--- src/rtl/pm_pkg.sv ---
package pm_pkg;

    typedef enum logic {
        KIND_FULL = 1'b0,
        KIND_PAGE = 1'b1
    } acc_kind_e;

endpackage

--- src/rtl/pm_page_cmp.sv ---
module pm_page_cmp #(
    parameter int ADDR_W = 22,
    parameter int PAGE_W = 3
) (
    input  logic [ADDR_W-1:0]        addr,
    input  logic [ADDR_W-1:0]        acc_addr,
    input  logic [ADDR_W-PAGE_W-1:0] tag,
    output logic                     same_addr,
    output logic                     upper_eq
);

    assign same_addr = (addr == acc_addr);
    assign upper_eq  = (addr[ADDR_W-1:PAGE_W] == tag);

endmodule

--- src/rtl/pm_line_buf.sv ---
module pm_line_buf #(
    parameter int DATA_W = 16,
    parameter int PAGE_W = 3,
    localparam int WORDS  = 1 << PAGE_W,
    localparam int LINE_W = DATA_W * WORDS
) (
    input  logic              clk,
    input  logic              rst_n,
    input  logic              load,
    input  logic [LINE_W-1:0] line_in,
    input  logic [PAGE_W-1:0] idx,
    input  logic              en,
    output logic [DATA_W-1:0] word_out
);

    logic [DATA_W-1:0] slot_q [WORDS];

    for (genvar gi = 0; gi < WORDS; gi++) begin : g_slot
        logic [DATA_W-1:0] slot_d;

        always_comb begin
            slot_d = slot_q[gi];
            if (load) begin
                slot_d = line_in[gi*DATA_W +: DATA_W];
            end
        end

        always_ff @(posedge clk or negedge rst_n) begin
            if (!rst_n) begin
                slot_q[gi] <= '0;
            end else begin
                slot_q[gi] <= slot_d;
            end
        end
    end

    assign word_out = en ? slot_q[idx] : '0;

endmodule

--- src/rtl/pm_read_tracker.sv ---
module pm_read_tracker #(
    parameter int ADDR_W   = 22,
    parameter int DATA_W   = 16,
    parameter int PAGE_W   = 3,
    parameter int FULL_CYC = 6,
    parameter int PAGE_CYC = 2,
    localparam int WORDS   = 1 << PAGE_W,
    localparam int LINE_W  = DATA_W * WORDS,
    localparam int TAG_W   = ADDR_W - PAGE_W,
    localparam int MAX_LAT = (FULL_CYC > PAGE_CYC) ? FULL_CYC : PAGE_CYC,
    localparam int CNT_W   = $clog2(MAX_LAT + 1)
) (
    input  logic              clk,
    input  logic              rst_n,
    input  logic              cs_n,
    input  logic              oe_n,
    input  logic [ADDR_W-1:0] addr,
    input  logic [LINE_W-1:0] line_data,
    output logic              line_req,
    output logic [TAG_W-1:0]  line_addr,
    output logic              busy,
    output logic              valid,
    output logic              page_hit,
    output logic [DATA_W-1:0] rdata
);

    import pm_pkg::*;

    localparam logic [CNT_W-1:0] FULL_LOAD = CNT_W'(FULL_CYC - 1);
    localparam logic [CNT_W-1:0] PAGE_LOAD = CNT_W'(PAGE_CYC - 1);

    typedef struct packed {
        logic              busy;
        logic              valid;
        acc_kind_e         kind;
        logic              page_open;
        logic [TAG_W-1:0]  tag;
        logic [ADDR_W-1:0] acc_addr;
        logic [CNT_W-1:0]  cnt;
        logic              line_req;
        logic              fill;
    } trk_state_t;

    trk_state_t st_d, st_q;
    logic       same_addr;
    logic       upper_eq;
    logic       rd_req;
    acc_kind_e  new_kind;

    pm_page_cmp #(
        .ADDR_W (ADDR_W),
        .PAGE_W (PAGE_W)
    ) cmp_i (
        .addr      (addr),
        .acc_addr  (st_q.acc_addr),
        .tag       (st_q.tag),
        .same_addr (same_addr),
        .upper_eq  (upper_eq)
    );

    pm_line_buf #(
        .DATA_W (DATA_W),
        .PAGE_W (PAGE_W)
    ) buf_i (
        .clk      (clk),
        .rst_n    (rst_n),
        .load     (st_q.fill),
        .line_in  (line_data),
        .idx      (st_q.acc_addr[PAGE_W-1:0]),
        .en       (st_q.valid),
        .word_out (rdata)
    );

    assign rd_req = !cs_n && !oe_n;

    // Kind of an access that starts this cycle.
    always_comb begin
        if (!st_q.page_open || !upper_eq) begin
            new_kind = KIND_FULL;
        end else if (st_q.busy && st_q.kind == KIND_FULL) begin
            new_kind = KIND_FULL;
        end else begin
            new_kind = KIND_PAGE;
        end
    end

    always_comb begin
        st_d          = st_q;
        st_d.line_req = 1'b0;
        st_d.fill     = st_q.line_req;

        if (cs_n) begin
            st_d.busy      = 1'b0;
            st_d.valid     = 1'b0;
            st_d.page_open = 1'b0;
            st_d.fill      = 1'b0;
        end else if (!rd_req) begin
            st_d.busy  = 1'b0;
            st_d.valid = 1'b0;
        end else if ((st_q.busy || st_q.valid) && same_addr) begin
            if (st_q.busy) begin
                if (st_q.cnt == CNT_W'(1)) begin
                    st_d.busy  = 1'b0;
                    st_d.valid = 1'b1;
                    st_d.cnt   = '0;
                end else begin
                    st_d.cnt = st_q.cnt - CNT_W'(1);
                end
            end
        end else begin
            st_d.acc_addr = addr;
            st_d.kind     = new_kind;
            if (!st_q.page_open || !upper_eq) begin
                st_d.line_req  = 1'b1;
                st_d.tag       = addr[ADDR_W-1:PAGE_W];
                st_d.page_open = 1'b1;
            end
            st_d.cnt   = (new_kind == KIND_FULL) ? FULL_LOAD : PAGE_LOAD;
            st_d.busy  = (st_d.cnt != '0);
            st_d.valid = (st_d.cnt == '0);
        end
    end

    always_ff @(posedge clk or negedge rst_n) begin
        if (!rst_n) begin
            st_q <= '0;
        end else begin
            st_q <= st_d;
        end
    end

    assign line_req  = st_q.line_req;
    assign line_addr = st_q.tag;
    assign busy      = st_q.busy;
    assign valid     = st_q.valid;
    assign page_hit  = (st_q.kind == KIND_PAGE) && (st_q.busy || st_q.valid);

endmodule

--- config.mk ---
export PLATFORM = sky130hd
export DESIGN_NAME = pm_read_tracker
export DESIGN_NICKNAME = d
export VERILOG_FILES = /design/src/rtl/pm_pkg.sv /design/src/rtl/pm_page_cmp.sv /design/src/rtl/pm_line_buf.sv /design/src/rtl/pm_read_tracker.sv
export SDC_FILE = /design/constraint.sdc
export NUM_CORES = 1
export LEC_CHECK = 0
export BUFFER_PORTS_ARGS = -buffer_cell sky130_fd_sc_hd__buf_2
export CAP_MARGIN = 25
export CORE_MARGIN = 4
export CORE_UTILIZATION = 39
export CTS_CLUSTER_DIAMETER = 100
export DETAILED_ROUTE_END_ITERATION = 10
export HOLD_SLACK_MARGIN = 0.1
export PLACE_DENSITY = 0.68
export SYNTH_ARGS = -nofsm -noshare
export SYNTH_HDL_FRONTEND = slang
export SYNTH_SLANG_ARGS = --single-unit
--- constraint.sdc ---
create_clock -name clk -period 2.1 [get_ports clk]
set_input_delay 0.21 -clock clk [delete_from_list [all_inputs] [get_ports clk]]
set_output_delay 0.21 -clock clk [all_outputs]
set_load 0.03 [all_outputs]
# Word-level counts from Yosys, hierarchy flattened
# Cells that the tools add are included.
dict set report word_totals {
  ff_bits 178
}
dict set report op_classes {
  add_sub_neg 1
  bitwise_logic 4
  eq_ne 7
  magnitude_cmp 1
  n_mux 23
  n_reduce_logical 19
}
# op n
set ops {}
lappend ops {{binary-select mux 16 bit (select 3 bit)} 1}
lappend ops {{2-to-1 mux 16 bit} 3}
lappend ops {{2-to-1 mux 46 bit} 1}
lappend ops {{2-to-1 mux 42 bit} 1}
lappend ops {{equality test 22 bit} 1}
lappend ops {{2-to-1 mux 20 bit} 1}
lappend ops {{equality test 19 bit} 1}
lappend ops {{2-to-1 mux 3 bit} 4}
lappend ops {{2-to-1 mux 2 bit} 5}
lappend ops {{AND reduction 3 bit} 3}
lappend ops {{2-to-1 mux 1 bit} 7}
lappend ops {{>= comparator 4 bit (second input constant)} 1}
lappend ops {{logical AND 1 bit} 4}
lappend ops {{logical NOT 1 bit} 4}
lappend ops {{inequality test 2 bit (second input constant)} 2}
lappend ops {{inequality test 4 x 3 -> 1 bit (second input constant)} 1}
lappend ops {{inequality test 4 bit (second input constant)} 1}
lappend ops {{inverter 3 -> 4 bit} 1}
lappend ops {{AND reduction 4 bit} 1}
lappend ops {{nonzero test 2 bit} 2}
lappend ops {{equality test 3 x 1 -> 1 bit (second input constant)} 1}
lappend ops {{logical NOT 3 bit} 1}
lappend ops {{inverter 1 bit} 3}
lappend ops {{nonzero test 3 bit} 1}
lappend ops {{3 further kinds} 4}

# Logic depth before layout (Yosys ltp)
dict set report logic_depth {
  word_depth 9
  ltp_mapped 9
}

# Modules after synthesis
# Synthesis repeated with hierarchy kept, for this count alone.
dict set report unflattened {
  cells_unflattened 582
  hier_area_um2 8633.3
}
# module n_inst cells_per_inst area_each_um2 seq_area_each_um2
set modules_own_cells {}
lappend modules_own_cells {pm_line_buf 1 380 5915.7 3203.1}
lappend modules_own_cells {pm_read_tracker 1 148 2264.7 1251.2}
lappend modules_own_cells {pm_page_cmp 1 54 452.9 0.0}

# Worst setup path before layout
# Ideal clock, no wire load.
dict set report synth_path {
  kind {register -> register}
  from {register st_q (netlist bit busy)}
  to {register st_q (netlist bit line_addr[10])}
  setup_time_ps 125
  slack_ps -7
  t_required_ps 1975
  n_path_buf 2
  path_stages_with_launch 9
  arrival_ps 1982
  cell_sequence {dfrtp_1 buf_2 nor2_2 nor4_1 and4_4 nand2_1 nand3_2 buf_6 mux2_2}
}
dict set report synth_between {
  elab_chain_len 4
}
# element line
set synth_lines {}
lappend synth_lines {{start, declared} pm_read_tracker.sv:44} ;# trk_state_t st_d, st_q;
lappend synth_lines {{start signal, assigned} pm_read_tracker.sv:128} ;# st_q <= st_d;
lappend synth_lines {{logical OR 1 bit} pm_read_tracker.sv:100} ;# end else if ((st_q.busy || st_q.valid) && same_addr) begin
lappend synth_lines {{logical AND 1 bit} pm_read_tracker.sv:100}
lappend synth_lines {{inverter 1 bit (no line)} --}
lappend synth_lines {{AND reduction 4 bit (no line)} --}
# No other way between the ends.
# A chain may end at the register's enable or synchronous reset.

# Worst setup path in the final report
dict set report layout_path {
  from {register st_q[5] (netlist bit)}
  to {output port rdata[12]}
}
dict set report layout_between {
  elab_chain_len 5
}
# element line
set layout_lines {}
lappend layout_lines {{inverter 3 -> 4 bit (implied by the code)} pm_line_buf.sv:37} ;# assign word_out = en ? slot_q[idx] : '0;
lappend layout_lines {{binary-select mux 16 bit (select 3 bit)} pm_line_buf.sv:37}
lappend layout_lines {{2-to-1 mux 16 bit (implied by the code) (2 in a row)} pm_line_buf.sv:37}
lappend layout_lines {{2-to-1 mux 16 bit} pm_line_buf.sv:37}
lappend layout_lines {{end, declared} pm_read_tracker.sv:24} ;# output logic [DATA_W-1:0] rdata
# No other way between the ends. The select of a mux whose other input is x is not followed.

==> results.cfg <==
[run_status]
run_status = complete, but fails checks
failing_checks = setup timing

[layout]
syn2layout_area_growth_pct = 45.0
share_of_final_layout_standard_cells_stronger_than_drive_strength_1_pct = 52.2
design.final.nets = 1055
stdcell_count = 1187
fin_area_sq_um = 12200
antenna-diode-count = 0
layout.core_utilization_pct = 57.6

[clock_tree]
cts_h_tree_lvls = 4
clkSinkCount = 178
clock_insertion_delay_worst_skew_ns = 0.42
clk_pin_slew_worst_paths_ns = 0.07
cts_tree = built
clk_path_buf_depth = 2
clk_root_buffer_cell = sky130_fd_sc_hd__clkbuf_16
cts_made_buffers = 17

[timing]
fin_crit_sh_pct = 108
tightest_slew_ns = 0.576
finalHoldViolations = 0
drv_slew = 0
grt_setup_unrepaired = yes
layout_setup_ws_ns = -0.175
totalNegativeSetupSlack_ns = -2.12
final-setup-viol-count = 16
timing.final.crit_period_ns = 2.28
upper_clock_frequency_limit_mhz = 440
fin_skew_ns = 0.00802
max_slew_margin_pct = 61.6

[power_and_ir_drop]
cellPowerDensity_nw_per_um2 = 821
power_leakage_nw = 5.54
vdd_drop_max_mv = 0.565

[placed_design]
port_buffers = 192
numPlacedInstances = 988
placed_instance_area_sq_um = 9600
dp.final_hpwl_um = 14200
gp_routability_congestion = 0.730

[floorplanning]
num_ports = 193
floorplan.die.width_um = 155
fp.dieH_um = 155
floorplan.initialDensity_pct = 39.8
die_area_sq_um = 23900
num_rows = 53
coreArea_sq_um = 21100

[synth]
yosys_register_bits = 178
synthMuxAreaShare_pct = 34.1
synth_simple_gate_area_share_pct = 3.31
synthesis.area_sq_um = 8380
ys_types = 35
netlist_instances = 552
synth-async-reset-ratio_pct = 100
postSynthAreaPerCell_sq_um = 15.2
area_share_of_xor_xnor_cells_in_the_synthesized_design_pct = 4.28
synth_warnings = 0
most_used_flip_flop_cell_after_synthesis = sky130_fd_sc_hd__dfrtp_1
post_synth_edffs = 0
synth-compound-area-share_pct = 0.851
synth_top_cells_by_area = sky130_fd_sc_hd__dfrtp_1 (53%), sky130_fd_sc_hd__mux2_2 (20%), sky130_fd_sc_hd__mux4_2 (8.6%)
synth_seq_area_share_pct = 53.1
synth.net_count = 708
synth-adder-area-share_pct = 0.298
main_combinational_cell_family_by_area_after_synthesis = multiplexers
synthDominantAreaCellType = sky130_fd_sc_hd__dfrtp_1
synth_largest_type_area_fraction_pct = 53.1

[min_path]
hold-path-cell-count = 2
whs_endpoint = line_addr[5]
hold_start = addr[8]
min_path_type = in -> reg

[global_routing]
vias_in_the_first_global_route = 6421
gr-usage-all-layers_pct = 18.9
grt_pass1_wl_um = 35000
grt.overflow.total = 0
antenna_found_initial = 0
grt_start_max_net_pins = 96

[critical_path]
launching_point_of_the_worst_reg2reg_path = st_q[24]
cp_bufs_invs = 3
worst_r2r_path_depth = 7
max_stage_delay_ns = 0.52
timing.rr.end = st_q[16]
crit_path_start_kind = register
timing.setup.critical_path_class = reg -> out
regToRegSetupSlack_ns = 0.02
crit_end_category = output port
worst_ep_required_ns = 1.89
critical_path_top_delay_cell = sky130_fd_sc_hd__mux4_2
crit_fanout = 6
cpLargestDelayFamily = multiplexers
cp_cell_sequence = buf_12, buf_16, mux4_2, mux2i_1, nor2b_1, buf_4
worst_ep_arrival_time_ns = 2.07

[routing]
routedWlPerCell_um = 19.3
initialDrtViolationCount = 223
drc_errors = 0
routed_via_density = 4.91
route.final.wire_length_um = 22900
final_antenna_net_count = 0
num_vias = 5833
drt-pass1-iter-count = 4

[flow_run]
timing.max_cap.violations = 0
==> final cells by class <==
type                            instances  area [sq um]
Clock buffer                           21           470
Sequential cell                       178          4460
Multi-Input combinational cell        319          3750
Clock inverter                         11           115
Fill cell                            1636          8930
Inverter                                5          18.8
Tap cell                              275           344
Timing Repair Buffer                  378          2990
==> worst reg2reg max path, stage by stage (launching register included) <==
cell	delay, ns
sky130_fd_sc_hd__dfrtp_1	0.39
sky130_fd_sc_hd__xor2_1	0.17
sky130_fd_sc_hd__nor4_2	0.34
sky130_fd_sc_hd__and4_4	0.30
sky130_fd_sc_hd__a211o_1	0.18
sky130_fd_sc_hd__buf_6	0.13
sky130_fd_sc_hd__clkbuf_16	0.15
sky130_fd_sc_hd__mux2_4	0.30
==> cell usage after synthesis (5+ instances only) <==
library cell               number
sky130_fd_sc_hd__buf_2          5
sky130_fd_sc_hd__mux2i_1       17
sky130_fd_sc_hd__buf_4         20
sky130_fd_sc_hd__mux4_2        32
sky130_fd_sc_hd__dfrtp_1      178
sky130_fd_sc_hd__mux2_4        17
sky130_fd_sc_hd__nor4_1         7
sky130_fd_sc_hd__clkbuf_1      18
sky130_fd_sc_hd__nor2b_1       18
sky130_fd_sc_hd__xnor2_1       16
sky130_fd_sc_hd__a21oi_1        5
sky130_fd_sc_hd__xor2_1        25
sky130_fd_sc_hd__nand2_1        5
sky130_fd_sc_hd__mux2_2       152
sky130_fd_sc_hd__inv_1          5
==> worst max-delay path by stage <==
| stage | from | endpoint | slack (ns) | cells past startpoint |
|---|---|---|---|---|
| floorplan | busy | line_addr[10] | 0.08 | 8 |
| global placement | st_q[10] | st_q[11] | 0.04 | 6 |
| detailed placement | st_q[10] | line_addr[4] | 0.02 | 7 |
| CTS | st_q[5] | rdata[15] | -0.20 | 5 |
| global route | st_q[5] | rdata[0] | -0.28 | 5 |
| finish | st_q[5] | rdata[12] | -0.18 | 6 |
==> state kept, by name (all words and copies together) (netlist names) <==
signal	flops
buf_i.slot_q	128
st_q	28
line_addr	19
busy	1
line_req	1
valid	1
==> cells in the final DEF, fill, tap and decap left out, types with 7 or more instances in the layout <==
cell type	n
sky130_fd_sc_hd__mux2i_1	17
sky130_fd_sc_hd__mux2_2	130
sky130_fd_sc_hd__clkbuf_16	20
sky130_fd_sc_hd__xor2_1	25
sky130_fd_sc_hd__xnor2_1	12
sky130_fd_sc_hd__buf_6	7
sky130_fd_sc_hd__buf_12	7
sky130_fd_sc_hd__mux2_4	39
sky130_fd_sc_hd__buf_4	34
sky130_fd_sc_hd__mux4_2	32
sky130_fd_sc_hd__dlygate4sd3_1	148
sky130_fd_sc_hd__buf_2	174
sky130_fd_sc_hd__dfrtp_1	174
sky130_fd_sc_hd__nor2b_1	18
==> where the power goes <==
| part | total [W] | internal, W | switching (W) |
|---|---|---|---|
| logic | 0.00244 | 0.00147 | 0.000971 |
| registers | 0.00438 | 0.00403 | 0.000352 |
| clock network | 0.00316 | 0.00176 | 0.00140 |
==> layer usage <==
layer	global-route usage (%)	vias to the layer above	routed length (um)
met5	0	-	0
met4	6.81	0	680
met3	4.76	45	1380
met2	32.3	205	11500
met1	23.3	2906	9270
li1	-	2677	-
==> per-stage QoR <==
step / setup WS, ns / power (W) / hold WS [ns]
global route: -0.279 / 0.0105 / 0.110
floorplan: 0.0784 / 0.00584 / -0.0856
global placement: 0.0373 / 0.00642 / 0.229
detailed placement: 0.0173 / 0.00649 / 0.232
CTS: -0.197 / 0.00995 / 0.104
finish: -0.175 / 0.00998 / 0.127
==> repair_timing <==
action                                 CTS  global route
pin swaps                                0             8
setup buffers                            2            11
resized for setup                       17            43
setup endpoints to repair               16            57
hold buffers                           151             0
cloned                                   2             4
endpoints found under the hold margin  214             0
==> kinds of logic after synthesis <==
kind of cell    Yosys count
compound gates           12
xor+xnor                 41
fa+ha+maj                 2
buf+inv                  55
flops                   178
mux                     218
simple gates             46
Note: power is estimated with default switching activity, not from simulation.
